## src/rtl/uart8n1_rx_pkg.sv

```systemverilog
package uart8n1_rx_pkg;

  typedef enum logic [2:0] {
    RX_IDLE,
    RX_START,
    RX_DATA,
    RX_STOP,
    RX_RECOVER
  } rx_state_t;

  // One step of the half-bit phase accumulator: result is {tick, next_acc}.
  // The accumulator counts modulo the clock rate and advances by twice the
  // baud rate, so a tick fires every half bit with no long-term drift.
  function automatic logic [32:0] phase_step(input logic [31:0] acc,
                                             input logic [31:0] inc,
                                             input logic [31:0] modulus);
    logic [31:0] sum;
    sum = acc + inc;
    if (sum >= modulus) return {1'b1, sum - modulus};
    return {1'b0, sum};
  endfunction

endpackage

```

## src/rtl/uart8n1_rx_sync.sv

```systemverilog
module uart8n1_rx_sync #(
  parameter int unsigned STAGES = 2
) (
  input  logic clk,
  input  logic rst,
  input  logic din,
  output logic dout
);
  logic [STAGES-1:0] chain;

  always_ff @(posedge clk) begin
    if (rst) chain <= '1;
    else     chain <= {chain[STAGES-2:0], din};
  end

  assign dout = chain[STAGES-1];
endmodule

```

## src/rtl/uart8n1_rx_phase.sv

```systemverilog
module uart8n1_rx_phase
  import uart8n1_rx_pkg::*;
#(
  parameter int unsigned CLK_HZ    = 125_000_000,
  parameter int unsigned BAUD_SLOW = 115_200,
  parameter int unsigned BAUD_FAST = 4_000_000
) (
  input  logic clk,
  input  logic rst,
  input  logic fast,
  input  logic restart,
  output logic half_tick
);
  localparam logic [31:0] MODULUS  = 32'(CLK_HZ);
  localparam logic [31:0] INC_SLOW = 32'(2 * BAUD_SLOW);
  localparam logic [31:0] INC_FAST = 32'(2 * BAUD_FAST);

  logic [31:0] acc;
  logic [32:0] step;

  assign step = phase_step(acc, fast ? INC_FAST : INC_SLOW, MODULUS);

  always_ff @(posedge clk) begin
    if (rst || restart) acc <= '0;
    else                acc <= step[31:0];
  end

  assign half_tick = !restart && step[32];
endmodule

```

## src/rtl/uart8n1_rx_fsm.sv

```systemverilog
module uart8n1_rx_fsm
  import uart8n1_rx_pkg::*;
(
  input  logic       clk,
  input  logic       rst,
  input  logic       line,
  input  logic       half_tick,
  output logic       restart,
  output logic       byte_done,
  output logic       frame_err,
  output logic [7:0] byte_out,
  output logic       st_idle,
  output logic       st_recover,
  output logic       start_evt,
  output logic       runt_evt
);
  rx_state_t  state;
  logic       phase;    // 0: between centres, 1: next tick is a bit centre
  logic [2:0] bit_idx;
  logic [7:0] shreg;
  logic       hi_seen;  // one half-bit of high line already counted

  assign st_idle    = (state == RX_IDLE);
  assign st_recover = (state == RX_RECOVER);
  assign start_evt  = st_idle && !line;
  assign runt_evt   = (state == RX_START) && half_tick && line;
  assign restart    = start_evt || (st_recover && !line);
  assign byte_done  = (state == RX_STOP) && half_tick && phase;
  assign frame_err  = byte_done && !line;
  assign byte_out   = shreg;

  always_ff @(posedge clk) begin
    if (rst) begin
      state   <= RX_IDLE;
      phase   <= 1'b0;
      bit_idx <= '0;
      shreg   <= '0;
      hi_seen <= 1'b0;
    end else begin
      unique case (state)
        RX_IDLE: begin
          if (!line) state <= RX_START;
        end
        RX_START: begin
          if (half_tick) begin
            if (line) state <= RX_IDLE;
            else begin
              state   <= RX_DATA;
              phase   <= 1'b0;
              bit_idx <= '0;
            end
          end
        end
        RX_DATA: begin
          if (half_tick) begin
            phase <= !phase;
            if (phase) begin
              shreg   <= {line, shreg[7:1]};
              bit_idx <= bit_idx + 3'd1;
              if (bit_idx == 3'd7) state <= RX_STOP;
            end
          end
        end
        RX_STOP: begin
          if (half_tick) begin
            phase <= !phase;
            if (phase) begin
              if (line) state <= RX_IDLE;
              else begin
                state   <= RX_RECOVER;
                hi_seen <= 1'b0;
              end
            end
          end
        end
        RX_RECOVER: begin
          if (!line) hi_seen <= 1'b0;
          else if (half_tick) begin
            if (hi_seen) state <= RX_IDLE;
            else         hi_seen <= 1'b1;
          end
        end
        default: state <= RX_IDLE;
      endcase
    end
  end
endmodule

```

## src/rtl/uart8n1_rx_out.sv

```systemverilog
module uart8n1_rx_out (
  input  logic       clk,
  input  logic       rst,
  input  logic       load,
  input  logic [7:0] din,
  input  logic       uin,
  input  logic       m_ready,
  output logic       m_valid,
  output logic [7:0] m_data,
  output logic       m_user,
  output logic       overrun
);
  logic blocked;
  assign blocked = m_valid && !m_ready;

  always_ff @(posedge clk) begin
    if (rst) begin
      m_valid <= 1'b0;
      m_data  <= '0;
      m_user  <= 1'b0;
      overrun <= 1'b0;
    end else begin
      if (load && blocked) begin
        overrun <= 1'b1;
      end else if (load) begin
        m_valid <= 1'b1;
        m_data  <= din;
        m_user  <= uin;
      end else if (m_valid && m_ready) begin
        m_valid <= 1'b0;
      end
    end
  end
endmodule

```

## src/rtl/uart8n1_rx.sv

```systemverilog
module uart8n1_rx
  import uart8n1_rx_pkg::*;
#(
  parameter int unsigned CLK_HZ    = 125_000_000,
  parameter int unsigned BAUD_SLOW = 115_200,
  parameter int unsigned BAUD_FAST = 4_000_000
) (
  input  logic       clk,
  input  logic       rst,
  input  logic       baud_fast,
  input  logic       rx_line,
  input  logic       m_ready,
  output logic       m_valid,
  output logic [7:0] m_data,
  output logic       m_user,
  output logic       overrun
);
  logic       line_s;
  logic       half_tick;
  logic       restart;
  logic       byte_done;
  logic       frame_err;
  logic [7:0] byte_val;
  logic       st_idle;
  logic       st_recover;
  logic       start_evt;
  logic       runt_evt;

  uart8n1_rx_sync #(.STAGES(2)) u_sync (
    .clk (clk),
    .rst (rst),
    .din (rx_line),
    .dout(line_s)
  );

  uart8n1_rx_phase #(
    .CLK_HZ   (CLK_HZ),
    .BAUD_SLOW(BAUD_SLOW),
    .BAUD_FAST(BAUD_FAST)
  ) u_phase (
    .clk      (clk),
    .rst      (rst),
    .fast     (baud_fast),
    .restart  (restart),
    .half_tick(half_tick)
  );

  uart8n1_rx_fsm u_fsm (
    .clk       (clk),
    .rst       (rst),
    .line      (line_s),
    .half_tick (half_tick),
    .restart   (restart),
    .byte_done (byte_done),
    .frame_err (frame_err),
    .byte_out  (byte_val),
    .st_idle   (st_idle),
    .st_recover(st_recover),
    .start_evt (start_evt),
    .runt_evt  (runt_evt)
  );

  uart8n1_rx_out u_out (
    .clk    (clk),
    .rst    (rst),
    .load   (byte_done),
    .din    (byte_val),
    .uin    (frame_err),
    .m_ready(m_ready),
    .m_valid(m_valid),
    .m_data (m_data),
    .m_user (m_user),
    .overrun(overrun)
  );
endmodule

```

## config.mk

```make
export PLATFORM = sky130hd
export DESIGN_NAME = uart8n1_rx
export DESIGN_NICKNAME = d
export VERILOG_FILES = /design/src/rtl/uart8n1_rx_pkg.sv /design/src/rtl/uart8n1_rx_sync.sv /design/src/rtl/uart8n1_rx_phase.sv /design/src/rtl/uart8n1_rx_fsm.sv /design/src/rtl/uart8n1_rx_out.sv /design/src/rtl/uart8n1_rx.sv
export SDC_FILE = /design/constraint.sdc
export NUM_CORES = 1
export LEC_CHECK = 0
export ABC_AREA = 1
export BUFFER_PORTS_ARGS = -buffer_cell sky130_fd_sc_hd__buf_2
export CORE_ASPECT_RATIO = 1.75
export CORE_MARGIN = 1
export CORE_UTILIZATION = 45
export DETAILED_ROUTE_END_ITERATION = 8
export GPL_TIMING_DRIVEN = 0
export PLACE_DENSITY_LB_ADDON = 0.12
export REMOVE_ABC_BUFFERS = 1
export SLEW_MARGIN = 20
export SYNTH_ARGS = -nofsm -noshare
export SYNTH_HDL_FRONTEND = slang
export SYNTH_SLANG_ARGS = --single-unit
```

## constraint.sdc

```tcl
create_clock -name clk -period 2.8 [get_ports clk]
set_clock_uncertainty 0.15 [all_clocks]
set_input_delay 0.14 -clock clk [delete_from_list [all_inputs] [get_ports clk]]
set_output_delay 0.14 -clock clk [all_outputs]
set_load 0.01 [all_outputs]
```

==> metrics.md <==
| Metric | Value |
|---|---|
| Status | finished, violations left |
| Failing checks | negative setup slack |
| Core ar. | 7960 um^2 |
| Final slew viol count | 0 |
| Clock sinks | 55 |
| Via count | 4110 |
| H-tree depth | 2 |
| Routed length per instance | 15.3 um |
| Final wirelength | 11300 um |
| Final setup viols | 52 |
| I/O Buffers | 15 |
| CTS tree | yes |
| Residual DRC count | 0 |
| Slew @ Worst Pin | 0.942 ns |
| Compound-cell area share of the yosys netlist | 0.121 |
| Number of global-route vias before repair | 3819 |
| Initial antenna violation count | 0 |
| Clock-pin slew on the worst setup and hold paths | 0.07 ns |
| Row Count | between 40 and 50 |
| CTS buffer count | 5 |
| Seq/Total Area, Yosys | 0.298 |
| Initial Utilization | 0.464 |
| Worst endpoint required time | 2.84 ns |
| Pre-antenna DRT Iters | 5 |
| Die Span Y | 122 um |
| Nets | 668 |
| Leak Pwr | 2.32 nW |
| Period utilisation layout | 1.09 |
| Peak supply drop | 0.000422 V |
| Commonest non-fill, non-tap cells in the layout | 115 x nand2_1, 63 x inv_1, 56 x nor2_1 |
| Antenna Nets Post-Route | 0 |
| First-pass GRT wire length | 16700 um |
| YS warnings | 0 |
| Mux contribution to synthesized area | 0 |
| Crit-path max FO | 7 |
| Sw frac | 0.406 |
| Simple-Gate Fraction of Synth Area | 0.420 |
| Synth Register Bits | 55 |
| Distinct cell type count after synthesis | 40 |
| Switching Power | 1.14 mW |
| Commonest non-fill, non-tap cell in the layout | nand2_1 |
| Synth Area per Inst | around 6.3 um^2 |
| Die Span X | 70.5 um |
| Post-synth top flop | dfxtp_1 |
| Post-synth EDFFs | 0 |
| Clock power frac | 0.226 |
| Final min period | 3.05 ns |
| Hold WC Path Type | input pin to flip-flop |
| Largest net degree at the start of global routing | 20 |
| Flop pwr share | 0.324 |
| Area of the mapped netlist | 3690 um^2 |
| Worst setup margin | -0.249 ns |
| Maxcap violations | 0 |
| CTS root buf | clkbuf_16 |
| Share of cells above drive strength 1 | 0.337 |
| Pwr Density | 553 nW/um^2 |
| Tot Pwr | 2.81 mW |
| Num ports | 16 |
| Startpoint type of the worst setup path | flip-flop |
| Comb pwr share | 0.449 |
| Post-DR vias/cell | around 5.6 |
| Max Fclk | between 300 and 400 MHz |
| Setup CP Type | flip-flop to flip-flop |
| Grt total ovfl | 0 |
| Placer Congestion | 0.946 |
| Number of diodes | 0 |
| Largest family of logic cells by synthesized area | simple AND/OR/NAND/NOR gates |
| RSZ-0062 raised after global routing | true |
| FFs w/ async S/R, synth | 0 |
| Clk_lat worst skew | 0.30 ns |
| Crit end category | flip-flop |
| Mapped Cells | 586 |
| Int Pwr | 1.67 mW |
| Fin. Hold Viols | 0 |
| Worst slew margin | 0.370 |
| Core Util, Final | 0.639 |
| Adder-cell area share of the yosys netlist | 0.0495 |
| Area Growth Syn to Fin | 37.7% |
| Flop-to-flop setup slack | -0.25 ns |
| GRT Total Usage | 0.247 |
| Hpwl dp | 6690 um |
| Max Buffers Root-to-Sink | 2 |
| Starting DRT DRC Count | about 230 |
| Xor/xnor cell area share of the yosys netlist | 0.0166 |
| Worst Path Arrival | 3.09 ns |
| Die Area | 8590 um^2 |
critical path, cell delays in order, from the launching register on:
cell,delay [ns]
dfxtp_2,0.33
ha_4,0.16
fa_2,0.37
buf_6,0.15
xnor2_4,0.15
nand3b_1,0.20
nor2_2,0.16
nand3_2,0.11
nor3_4,0.26
nand3_4,0.14
nand3_4,0.13
nand3_4,0.12
nor2_4,0.17
nand2_4,0.13
o21ai_1,0.17
nor2_1,0.06
layer usage:
layer	vias to the layer above	GRT usage	part of all wire
met5	-	0	0
met4	0	0.161	0.055
met3	48	0.0248	0.031
met2	114	0.489	0.54
met1	1921	0.235	0.37
li1	2027	-	-
final timing paths:
check | startpoint | to | depth (start not counted)
hold reg to reg | u_sync.chain[0] | u_sync.chain[1] | 1
hold / removal | m_ready | u_out.overrun | 4
setup reg to reg | u_phase.acc[9] | u_out.m_user | 15
setup / recovery | u_phase.acc[9] | u_out.m_user | 15
power by group through the flow:
stage          combinational, mW  clock (mW)  sequential (mW)
3_3_place_gp               0.788           0            0.906
2_1_floorplan              0.631           0            0.895
6_report                    1.26       0.636            0.911
4_1_cts                    0.939       0.645            0.895
3_5_place_dp               0.795           0            0.909
5_1_grt                     1.38       0.672            0.919
final cells by class:
| class | count | area, um^2 |
|---|---|---|
| clock buffer | 6 | 139 |
| tap | 90 | 113 |
| inverter | 76 | 302 |
| fill | 687 | 2880 |
| sequential | 55 | 1100 |
| timing repair inverter | 1 | 6.26 |
| multi-input combinational | 452 | 2930 |
| timing repair buffer | 58 | 487 |
| clock inverter | 1 | 5.00 |
logic make-up after synthesis:
| family | count (synthesis) |
|---|---|
| compound gates | 83 |
| xor+xnor | 4 |
| fa+ha+maj | 14 |
| buf+inv | 86 |
| flops | 55 |
| simple gates | 344 |
cells in the mapped netlist (2+ instances only):
master    count  area [um^2]
a21oi_1      47          235
buf_4         3         22.5
buf_6         2         22.5
clkbuf_1      5         18.8
dfxtp_1      55         1100
ha_1         13          163
inv_1        67          251
inv_2         8         30.0
nand2_1     157          589
nand2_2      15         93.8
nand3_1      59          295
nand3_2       3         30.0
nand3_4       2         35.0
nand3b_1      5         37.5
nand4_1       7         43.8
nor2_1       70          263
nor2_2        8         50.1
nor3_1        9         45.0
nor3b_1       2         15.0
o21a_1        5         37.5
o21ai_0      16         80.1
o21ai_1       9         45.0
or2_2         2         12.5
flip-flops by register name, indices dropped and copies added, names as in the netlist:
signal          flops
u_fsm.state         3
u_out.overrun       1
u_fsm.phase         1
u_fsm.byte_out      8
u_out.m_data        8
u_out.m_valid       1
u_phase.acc        26
u_fsm.hi_seen       1
u_fsm.bit_idx       3
u_out.m_user        1
u_sync.chain        2
stage by stage:
step	hold WS, ns	TNS, ns	setup slack, ns	cell area (um^2)	instances
after floorplan	0.0591	-5.86	-0.292	3630	576
after global placement	0.176	-35.18	-0.941	3820	681
after detailed placement	0.177	-35.57	-0.942	3820	681
after CTS	0.0265	-3.62	-0.197	4410	714
after global routing	0.0446	-12.50	-0.349	5080	739
final	0.0273	-7.15	-0.249	5080	739
repair_timing:
action,4_1_cts,5_1_grt
setup buffers,17,25
gates resized for setup,62,119
hold buffers,1,0
cloned,8,0
endpoints found under the hold margin,1,0
pin swaps,30,46
endpoints found under the setup margin,53,53
Power figures use the tool's default switching activity.
